[config.mk]
export PLATFORM = sky130hd
export DESIGN_NAME = wdg_timer
export DESIGN_NICKNAME = d
export VERILOG_FILES = /design/src/rtl/wdg_pkg.sv /design/src/rtl/wdg_regs.sv /design/src/rtl/wdg_prescaler.sv /design/src/rtl/wdg_counter.sv /design/src/rtl/wdg_alarm.sv /design/src/rtl/wdg_timer.sv
export SDC_FILE = /design/constraint.sdc
export NUM_CORES = 1
export LEC_CHECK = 0
export ABC_AREA = 1
export ABC_CLOCK_PERIOD_IN_PS = 1900
export BUFFER_PORTS_ARGS = -buffer_cell sky130_fd_sc_hd__buf_2
export CORE_ASPECT_RATIO = 0.7
export CORE_MARGIN = 10
export CORE_UTILIZATION = 54
export DETAILED_ROUTE_END_ITERATION = 10
export GPL_ROUTABILITY_DRIVEN = 1
export GPL_TIMING_DRIVEN = 0
export PLACE_DENSITY = 0.9
export SLEW_MARGIN = 20
export SYNTH_ARGS = -nofsm -noshare
export SYNTH_HDL_FRONTEND = slang
export SYNTH_SLANG_ARGS = --single-unit
[constraint.sdc]
create_clock -name clk -period 1.9 [get_ports clk]
set_input_delay 0.19 -clock clk [delete_from_list [all_inputs] [get_ports clk]]
set_output_delay 0.19 -clock clk [all_outputs]
set_load 0.005 [all_outputs]
[src/rtl/wdg_pkg.sv]
// Package: shared register offsets, control bit positions and control type
// for the watchdog timer. Assumes byte addressing with word-aligned registers.
package wdg_pkg;
    localparam int OFF_CTRL   = 'h0;
    localparam int OFF_RELOAD = 'h4;
    localparam int OFF_COUNT  = 'h8;
    localparam int OFF_ICLR   = 'hC;

    localparam int CB_RSTEN   = 0;
    localparam int CB_IRQEN   = 2;
    localparam int CB_DIV_LO  = 3;
    localparam int CB_RUN     = 5;
    localparam int CB_DBGMASK = 16;
    localparam int DIV_SEL_W  = 2;

    typedef struct packed {
        logic                 dbg_mask;
        logic                 run;
        logic [DIV_SEL_W-1:0] div_sel;
        logic                 irq_en;
        logic                 rst_en;
    } wdg_ctrl_t;
endpackage

[src/rtl/wdg_regs.sv]
// Register file: holds control and reload, decodes writes to count and to
// interrupt clear, and drives the read mux. Assumes DATA_W > CB_DBGMASK and
// DATA_W >= CNT_W.
module wdg_regs
    import wdg_pkg::*;
#(
    parameter int DATA_W = 32,
    parameter int ADDR_W = 4,
    parameter int CNT_W  = 16
) (
    input  logic              clk,
    input  logic              rst_n,
    input  logic              sel,
    input  logic              wr,
    input  logic [ADDR_W-1:0] addr,
    input  logic [DATA_W-1:0] wdata,
    input  logic [CNT_W-1:0]  cnt_val,
    output wdg_ctrl_t         ctrl,
    output logic [CNT_W-1:0]  reload,
    output logic              ctrl_wr,
    output logic              cnt_wr,
    output logic [CNT_W-1:0]  cnt_wdata,
    output logic              irq_clr,
    output logic [DATA_W-1:0] rdata
);
    logic hit_ctrl, hit_reload, hit_count, hit_iclr;
    logic unused_wdata_bits;

    // Address decode for each register.
    assign hit_ctrl   = sel && (addr == ADDR_W'(OFF_CTRL));
    assign hit_reload = sel && (addr == ADDR_W'(OFF_RELOAD));
    assign hit_count  = sel && (addr == ADDR_W'(OFF_COUNT));
    assign hit_iclr   = sel && (addr == ADDR_W'(OFF_ICLR));

    assign ctrl_wr    = hit_ctrl && wr;
    assign cnt_wr     = hit_count && wr;
    assign cnt_wdata  = wdata[CNT_W-1:0];
    assign irq_clr    = hit_iclr && wr && wdata[0];
    assign unused_wdata_bits = ^wdata;

    // Control and reload storage with their reset values.
    always_ff @(posedge clk) begin
        if (!rst_n) begin
            ctrl   <= '{dbg_mask: 1'b0, run: 1'b0, div_sel: '0, irq_en: 1'b0, rst_en: 1'b1};
            reload <= '1;
        end else begin
            if (ctrl_wr) begin
                ctrl.rst_en   <= wdata[CB_RSTEN];
                ctrl.irq_en   <= wdata[CB_IRQEN];
                ctrl.div_sel  <= wdata[CB_DIV_LO +: DIV_SEL_W];
                ctrl.run      <= wdata[CB_RUN];
                ctrl.dbg_mask <= wdata[CB_DBGMASK];
            end
            if (hit_reload && wr) begin
                reload <= wdata[CNT_W-1:0];
            end
        end
    end

    // Read mux; unimplemented bits and the clear register read as zero.
    always_comb begin
        rdata = '0;
        if (hit_ctrl) begin
            rdata[CB_RSTEN]                   = ctrl.rst_en;
            rdata[CB_IRQEN]                   = ctrl.irq_en;
            rdata[CB_DIV_LO +: DIV_SEL_W]     = ctrl.div_sel;
            rdata[CB_RUN]                     = ctrl.run;
            rdata[CB_DBGMASK]                 = ctrl.dbg_mask;
        end else if (hit_reload) begin
            rdata[CNT_W-1:0] = reload;
        end else if (hit_count) begin
            rdata[CNT_W-1:0] = cnt_val;
        end
    end

    // a write to reload is visible on the next cycle
    assert_reload_write_R10: assert property (@(posedge clk) disable iff (!rst_n)
        (hit_reload && wr) |=> reload == $past(wdata[CNT_W-1:0]));
endmodule

[src/rtl/wdg_prescaler.sv]
// Prescaler: one-cycle tick every 2**(BASE_LOG2+div_sel) clocks while run is
// set. A restart (register write) clears the phase and suppresses the tick.
module wdg_prescaler #(
    parameter int BASE_LOG2 = 4,
    parameter int SEL_W     = 2
) (
    input  logic             clk,
    input  logic             rst_n,
    input  logic             run,
    input  logic             restart,
    input  logic [SEL_W-1:0] div_sel,
    output logic             tick
);
    localparam int PW = BASE_LOG2 + (1 << SEL_W) - 1;

    logic [PW-1:0] phase;
    logic [PW:0]   span;
    logic [PW-1:0] limit;

    // Terminal phase value for the selected ratio.
    always_comb begin
        span  = (PW+1)'(1) << (BASE_LOG2 + int'(div_sel));
        limit = PW'(span - (PW+1)'(1));
    end

    assign tick = run && !restart && (phase == limit);

    // Phase counter: cleared when stopped or restarted, wraps at the tick.
    always_ff @(posedge clk) begin
        if (!rst_n || restart || !run || tick) begin
            phase <= '0;
        end else begin
            phase <= phase + PW'(1);
        end
    end

    // ticks are never back to back (ratio is at least 2)
    assert_tick_spacing_R2: assert property (@(posedge clk) disable iff (!rst_n)
        tick |=> !tick);
    // a stopped prescaler gives no tick on the following cycle
    assert_no_tick_stopped_R3: assert property (@(posedge clk) disable iff (!rst_n)
        !run |=> phase == '0);
endmodule

[src/rtl/wdg_counter.sv]
// Down counter: loads on a register write, steps on each tick, reloads on a
// tick at zero and flags that as a registered one-cycle expiry.
module wdg_counter #(
    parameter int CNT_W = 16
) (
    input  logic             clk,
    input  logic             rst_n,
    input  logic             tick,
    input  logic             load,
    input  logic [CNT_W-1:0] load_val,
    input  logic [CNT_W-1:0] reload_val,
    output logic [CNT_W-1:0] count,
    output logic             expire
);
    logic at_zero;
    assign at_zero = (count == '0);

    // Count update; a write takes priority over a tick in the same cycle.
    always_ff @(posedge clk) begin
        if (!rst_n) begin
            count  <= '1;
            expire <= 1'b0;
        end else begin
            expire <= tick && at_zero && !load;
            if (load) begin
                count <= load_val;
            end else if (tick) begin
                count <= at_zero ? reload_val : count - CNT_W'(1);
            end
        end
    end

    // without tick or write the count holds
    assert_hold_R3: assert property (@(posedge clk) disable iff (!rst_n)
        (!tick && !load) |=> count == $past(count));
    // a tick at zero reloads and flags one expiry
    assert_reload_R4: assert property (@(posedge clk) disable iff (!rst_n)
        (tick && !load && at_zero) |=> (expire && count == $past(reload_val)));
    // a write wins over an expiring tick
    assert_write_wins_R7: assert property (@(posedge clk) disable iff (!rst_n)
        load |=> (!expire && count == $past(load_val)));
endmodule

[src/rtl/wdg_alarm.sv]
// Alarm outputs: one-cycle reset request and held interrupt level, both
// gated by the debug mask while the debug-halt input is high.
module wdg_alarm (
    input  logic clk,
    input  logic rst_n,
    input  logic expire,
    input  logic rst_en,
    input  logic irq_en,
    input  logic dbg_mask,
    input  logic dbg_halt,
    input  logic irq_clr,
    output logic irq_o,
    output logic rst_req_o
);
    logic masked;
    logic rst_q;
    logic pend;

    assign masked = dbg_mask && dbg_halt;

    // Reset pulse and interrupt pending; a new set beats a same-cycle clear.
    always_ff @(posedge clk) begin
        if (!rst_n) begin
            rst_q <= 1'b0;
            pend  <= 1'b0;
        end else begin
            rst_q <= expire && rst_en && !masked;
            if (expire && irq_en && !masked) begin
                pend <= 1'b1;
            end else if (irq_clr) begin
                pend <= 1'b0;
            end
        end
    end

    assign irq_o     = pend && !masked;
    assign rst_req_o = rst_q && !masked;

    // the reset request lasts one cycle
    assert_pulse_single_R5: assert property (@(posedge clk) disable iff (!rst_n)
        rst_q |=> !rst_q);
    // pending holds unless cleared
    assert_irq_hold_R6: assert property (@(posedge clk) disable iff (!rst_n)
        (pend && !irq_clr) |=> pend);
    // pending only rises when interrupts were enabled
    assert_irq_source_R6: assert property (@(posedge clk) disable iff (!rst_n)
        $rose(pend) |-> $past(irq_en));
    // an expiry while masked leaves no reset request
    assert_masked_drop_R8: assert property (@(posedge clk) disable iff (!rst_n)
        (masked && expire) |=> !rst_q);
endmodule

[src/rtl/wdg_timer.sv]
// Watchdog timer top: register port, prescaler, down counter and alarm
// outputs with debug masking. Assumes a single clock and synchronous reset.
module wdg_timer
    import wdg_pkg::*;
#(
    parameter int DATA_W    = 32,
    parameter int ADDR_W    = 4,
    parameter int CNT_W     = 16,
    parameter int BASE_LOG2 = 4
) (
    input  logic              clk,
    input  logic              rst_n,
    input  logic              bus_sel,
    input  logic              bus_wr,
    input  logic [ADDR_W-1:0] bus_addr,
    input  logic [DATA_W-1:0] bus_wdata,
    output logic [DATA_W-1:0] bus_rdata,
    input  logic              dbg_halt,
    output logic              irq_o,
    output logic              rst_req_o
);
    wdg_ctrl_t        ctrl;
    logic [CNT_W-1:0] reload;
    logic [CNT_W-1:0] count;
    logic [CNT_W-1:0] cnt_wdata;
    logic             ctrl_wr, cnt_wr, irq_clr, tick, expire;

    wdg_regs #(.DATA_W(DATA_W), .ADDR_W(ADDR_W), .CNT_W(CNT_W)) u_regs (
        .clk(clk), .rst_n(rst_n), .sel(bus_sel), .wr(bus_wr), .addr(bus_addr),
        .wdata(bus_wdata), .cnt_val(count), .ctrl(ctrl), .reload(reload),
        .ctrl_wr(ctrl_wr), .cnt_wr(cnt_wr), .cnt_wdata(cnt_wdata),
        .irq_clr(irq_clr), .rdata(bus_rdata)
    );

    wdg_prescaler #(.BASE_LOG2(BASE_LOG2), .SEL_W(DIV_SEL_W)) u_presc (
        .clk(clk), .rst_n(rst_n), .run(ctrl.run), .restart(ctrl_wr || cnt_wr),
        .div_sel(ctrl.div_sel), .tick(tick)
    );

    wdg_counter #(.CNT_W(CNT_W)) u_cnt (
        .clk(clk), .rst_n(rst_n), .tick(tick), .load(cnt_wr),
        .load_val(cnt_wdata), .reload_val(reload), .count(count), .expire(expire)
    );

    wdg_alarm u_alarm (
        .clk(clk), .rst_n(rst_n), .expire(expire), .rst_en(ctrl.rst_en),
        .irq_en(ctrl.irq_en), .dbg_mask(ctrl.dbg_mask), .dbg_halt(dbg_halt),
        .irq_clr(irq_clr), .irq_o(irq_o), .rst_req_o(rst_req_o)
    );

    // outputs stay low in the first cycle after reset
    assert_quiet_after_reset_R1: assert property (@(posedge clk) disable iff (!rst_n)
        $rose(rst_n) |-> (!irq_o && !rst_req_o));
endmodule

=== After elaboration in Yosys (flattened, before gate mapping) ===
Index checks and enable logic that the tools add are counted.
W data, S select, Z words.

* Flip-flop bits (word level): 48
* Latch bits: 0
* RAM bits: 0
* Bits in read-only memories: 0
* Output and inout port bits: 34
* Memories kept: 0

* Add/subtract/negate cells: 4
* Multiply operators: 0
* Divide/modulo/power cells: 0
* Order comparisons: 0
* Equal/unequal tests: 4
* Shift operators: 1
* Multiplexer cells: 12
* Bitwise logic cells: 0
* Reductions and logical operators: 33

{| class="wikitable"
|+ Operators by type and width
! operator !! number
|-
| $mux W16 || 5
|-
| $shl A1 B32 Y7 const A || 1
|-
| $logic_and A1 B1 Y1 || 20
|-
| $logic_not A16 Y1 || 1
|-
| $sub A16 B1 Y16 const B || 1
|-
| $mux W10 || 1
|-
| $eq A4 B4 Y1 const B || 2
|-
| $add A7 B1 Y7 const B || 1
|-
| $eq A7 B7 Y1 || 1
|-
| $sub A7 B1 Y7 const B || 1
|-
| $logic_not A1 Y1 || 5
|-
| $mux W1 || 5
|-
| $add A3 B2 Y4 const A || 1
|-
| $eq A4 B3 Y1 const B || 1
|-
| $logic_not A4 Y1 || 1
|-
| $logic_or A1 B1 Y1 || 4
|-
| $mux W4 || 1
|-
| $reduce_bool A2 Y1 || 2
|}

=== Logic depth before layout (Yosys ltp) ===
* Depth in word-level cells: 9
* Mapped depth: 11

=== Hierarchy ===
A second synthesis with hierarchy kept.

* Cell total of the unflattened synthesis: 529
* Area, all modules: 3413.3 µm²

{| class="wikitable"
|+ By module, submodules not included
! module !! instances !! cells an instance !! area each (µm²) !! seq. area each (µm²)
|-
| wdg_counter || 1 || 258 || 1530.2 || 340.3
|-
| wdg_regs || 1 || 206 || 1387.6 || 440.4
|-
| wdg_prescaler || 1 || 45 || 381.6 || 140.1
|-
| wdg_alarm || 1 || 17 || 102.6 || 40.0
|-
| wdg_timer || 1 || 3 || 11.3 || 0.0
|}

=== Worst setup path before layout ===
Ideal clock, no wire load.

* Kind: reg-to-reg
* From: reg u_presc.phase[0]
* To: reg u_cnt.count[10]
* Setup time: 121 ps
* Arrival: 1336 ps
* Required time: 1779 ps
* Slack: 444 ps
* Stages on the path, launching flop included: 12
* Clock period less this slack: 1456 ps
* Cell sequence: dfxtp_1 -> ha_1 -> nand2_2 -> nor2_4 -> nand2_1 -> nor2_1 -> nand2_2 -> inv_1 -> nand2_4 -> buf_6 -> nand3_1 -> nand3_1

* Word-level cells in the longest chain between the ends: 3

{| class="wikitable"
|+ Ends and longest elaborated chain
! item !! RTL line !! RTL
|-
| from (decl) || wdg_prescaler.sv:16 || <nowiki>logic [PW-1:0] phase;</nowiki>
|-
| from (signal assigned) || wdg_prescaler.sv:33 || <nowiki>phase <= phase + PW'(1);</nowiki>
|-
| $eq A7 B7 Y1 || wdg_prescaler.sv:26 || <nowiki>assign tick = run && !restart && (phase == limit);</nowiki>
|-
| $logic_and A1 B1 Y1 || wdg_prescaler.sv:26 ||
|-
| $reduce_bool A2 Y1 (no source line) || n/a ||
|-
| to (signal assigned) || wdg_counter.sv:26 || <nowiki>count <= load_val;</nowiki>
|-
| to (signal assigned) || wdg_counter.sv:28 || <nowiki>count <= at_zero ? reload_val : count - CNT_W'(1);</nowiki>
|-
| to (decl) || wdg_counter.sv:12 || <nowiki>output logic [CNT_W-1:0] count,</nowiki>
|}

No other way between the ends.
A chain may end at the register's enable or synchronous reset.

=== Worst setup path in the final report ===
* From: reg u_cnt.count[0]
* To: reg u_cnt.count[14]

* Word-level cells in the longest chain between the ends: 4
* Elaborated cells on any way between the ends: 5
* Classes of those cells: 1 x add/sub; 3 x mux; 1 x reduce/logical

{| class="wikitable"
|+ Ends and longest elaborated chain
! item !! RTL line !! RTL
|-
| $sub A16 B1 Y16 / $logic_not A16 Y1 (equally long branches) || wdg_counter.sv:28, wdg_counter.sv:16 ||
|-
| $mux W16 * || wdg_counter.sv:28 ||
|-
| $mux W16 * || wdg_counter.sv:27 || <nowiki>end else if (tick) begin</nowiki>
|-
| $mux W16 * || wdg_counter.sv:25 || <nowiki>if (load) begin</nowiki>
|}

Every way passes the cells marked *; elsewhere a longest branch is shown, timed or not. The select of a mux whose other input is x is not followed.

==> results.md <==
* Status: complete, no violations
* Top cell type's share of synthesized area at 31.9%
* Worst Min Path Start: bus_wdata[13]
* Mapped Area at between 3000 and 4000 sq um
* Critical Path AT at just under 2000 ps
* Worst-path clk slew at ~100 ps
* GRT Total Usage at between 20% and 30%
* Routability Congestion at about 0.96
* FF+latch area at between 900 and 1000 sq um
* Crit-path max FO at 6
* Synth cell count leaders: nand2_1, nand3_1, inv_1
* Placed cell count at approximately 580
* Rows at 22
* DRC viols at 0
* Hpwl dp at 7.39 mm
* CTS sink cnt at 48
* Fin crit share at about 90%
* Setup Skew at a little under 10 ps
* Worst EP required at roughly 2100 ps
* Startpoint Class: register
* DR WL/cell at roughly 16 microns
* H-tree levels at 2
* R2R Path End: u_cnt.count[14]$_SDFFE_PN1P_
* Final TNS setup at 0 ps
* Psw at around 0.5 mW
* Clock buffer depth at 2
* Post-Route WL at between 9 and 10 mm
* Max VDD drop at 311 uV
* Vias in the first global route at 2983
* CTS Buf Count at 5
* Io pins at between 70 and 80
* Internal power at between 1 and 1.5 mW
* Clock power share at 39.0%
* Unrepaired setup endpoints after global routing: false
* Lkg Pwr at ~1.8 nW
* Fill count at 530
* Reg2reg start: u_cnt.count[0]$_SDFFE_PN1P_
* Syn. warnings at 0
* Clk_lat worst skew at between 300 and 400 ps
* Worst Path Class, Setup: reg2reg
* Worst reg-to-reg path cell count at 9
* Antenna violations before repair at 0
* Post-synthesis sequential area ratio at between 30% and 40%
* Largest net degree at the start of global routing at 17
* FFs w/ async S/R, synth at 0%
* DIE WIDTH at about 110 microns
* Hold_ws at 98.9 ps
* Final hold vios at 0
* R2R Setup Slk at between 150 and 200 ps
* Final ANT Viol Nets at 0
* Die Y at between 80 and 90 microns
* Net Sw Frac at around a quarter
* Crit path capture: u_cnt.count[14]$_SDFFE_PN1P_
* DR pass1 iterations at 5
* Post-synth EDFFs at 0
* Hold crit path type: in2reg
* Top-count cell post-synth: nand2_1
* Dominant cell type by area after synthesis: dfxtp_1
* Multi-input gate area at around 1700 sq um
* Final min period at 1740 ps
* Synth Register Bits at 48
* Flop pwr share at about half
* Comb power frac at 9.6%
* Nets at about 560
* Average size of a mapped cell at 6.74 sq um
* First-pass GRT wire length at 14.8 mm
* Vias post-DR at 3198
* Fin cells at 584
* Gr ovfl total at 0
* Top FF cell, synth: dfxtp_1
* Cell variety after synth at 37
* Final Slew Violations at 0
* Cell count after synthesis at around 450
* Setup Fix Bufs, Post-CTS at 0
* CTS tree: yes
* DR vias/cell at approximately 5.5
* Worst setup EP type: register
* PwrDens at 571 nW/um^2
* Clk root buf: clkbuf_8
* Top post-synthesis cells by area: dfxtp_1, nand3_1, nand2_1, inv_1, a21oi_1
* Max Cap Violations at 0
* Die area at approximately 9000 sq um
* DRC marker count from the first detailed-route iteration at roughly 240
* Max transition margin at around three fifths
* Layout area overhead at 15.9%
* Buffers on Ports at 43
* Final setup viols at 0
* Worst Setup SP: u_cnt.count[0]$_SDFFE_PN1P_
* Initial Util at a little under three fifths
* Final Util at about two thirds
* Ratio of cells with drive above 1 in the final layout at 21.3%
* Fmax at slightly below 600 MHz
* N_diodes at 0
* Core ar. at about 5300 sq um
* Slew @ Worst Pin at roughly 610 ps
[worst min path at each step]
stage,endpoint,slack [ps],cells after the start
6_report,u_regs.reload[13]$_SDFFE_PN1P_,100,3
5_1_grt,u_regs.reload[13]$_SDFFE_PN1P_,100,3
4_1_cts,u_regs.reload[13]$_SDFFE_PN1P_,100,3
3_5_place_dp,u_regs.reload[13]$_SDFFE_PN1P_,420,3
3_3_place_gp,u_regs.reload[6]$_SDFFE_PN1P_,410,3
2_1_floorplan,u_regs.reload[11]$_SDFFE_PN1P_,300,2
[flip-flops by register name, summed over array words and instances, names as in the netlist]
name	cells
u_alarm.rst_q	1
u_regs.ctrl	6
u_alarm.pend	1
u_presc.phase	7
u_regs.reload	16
u_cnt.count	16
u_cnt.expire	1
[power groups by stage]
stage          clock, mW  sequential [mW]  combinational, mW
2_1_floorplan          0             1.05              0.112
3_3_place_gp           0             1.05              0.181
3_5_place_dp           0             1.05              0.187
4_1_cts            0.772             1.02              0.187
5_1_grt            0.812             1.03              0.214
6_report           0.777             1.02              0.192
[worst max-delay path, cell delays in order, from the launching register on]
cell	delay, ps
dfxtp_1	340
inv_1	190
ha_1	250
nand2_1	160
nor2_1	320
nand2_1	90
nand2_1	70
nand3_1	60
nand3_1	70
nand3_1	60
[layer usage]
metal / share of wire, % / vias up / GRT usage, %
met2: 43 / 166 / 32.4
met5: 0 / - / 0
met1: 44 / 1451 / 28.8
li1: - / 1567 / -
met4: 0.99 / 0 / 5.18
met3: 11 / 14 / 4.95
[through the flow]
step	cell area [sq um]	power, mW	setup WS [ps]
floorplan	3060	1.16	444
global placement	3370	1.23	179
detailed placement	3370	1.23	129
CTS	3480	1.98	122
global route	3490	2.05	20.8
finish	3490	1.99	164
[kinds of logic after synthesis]
| kind of cell | after synthesis | synth area share [%] |
|---|---|---|
| adders and majority gates | 3 | 1.25 |
| buffers and inverters | 84 | 14.1 |
| AOI/OAI and AO/OA | 77 | 14.8 |
| other | 1 | 0.125 |
| xor gates and xnor gates | 7 | 2.04 |
| and+or+nand+nor | 227 | 35.7 |
| DFF | 48 | 31.9 |
[layout make-up]
type	count	share of cell area, %
plain buffers	30	6.38
clock buffers	5	1.97
clock inverters	3	1.33
inverters	54	5.95
multi-input cells	329	48.1
flip-flops and latches	48	27.5
well taps	72	2.58
repair buffers	43	6.17
[cells in the final DEF, fill, tap and decap left out, types with 5 or more instances in the layout]
master / netlist / layout
o22ai_1: 9 / 9
buf_2: 3 / 46
o21ai_0: 20 / 20
conb_1: 1 / 15
buf_4: 17 / 17
nor2_4: 5 / 5
dfxtp_1: 48 / 48
a21oi_1: 30 / 30
nand2_2: 5 / 5
clkbuf_8: 0 / 5
nor2_1: 40 / 40
nand2_1: 87 / 87
xor2_1: 6 / 6
inv_1: 50 / 49
nand3_1: 76 / 76
[repair_timing]
action	4_1_cts	5_1_grt
setup endpoints to repair	0	4
endpoints found under the hold margin	0	0
hold buffers	0	0
gates resized for setup	0	3
(Power assumes the default switching activity.)
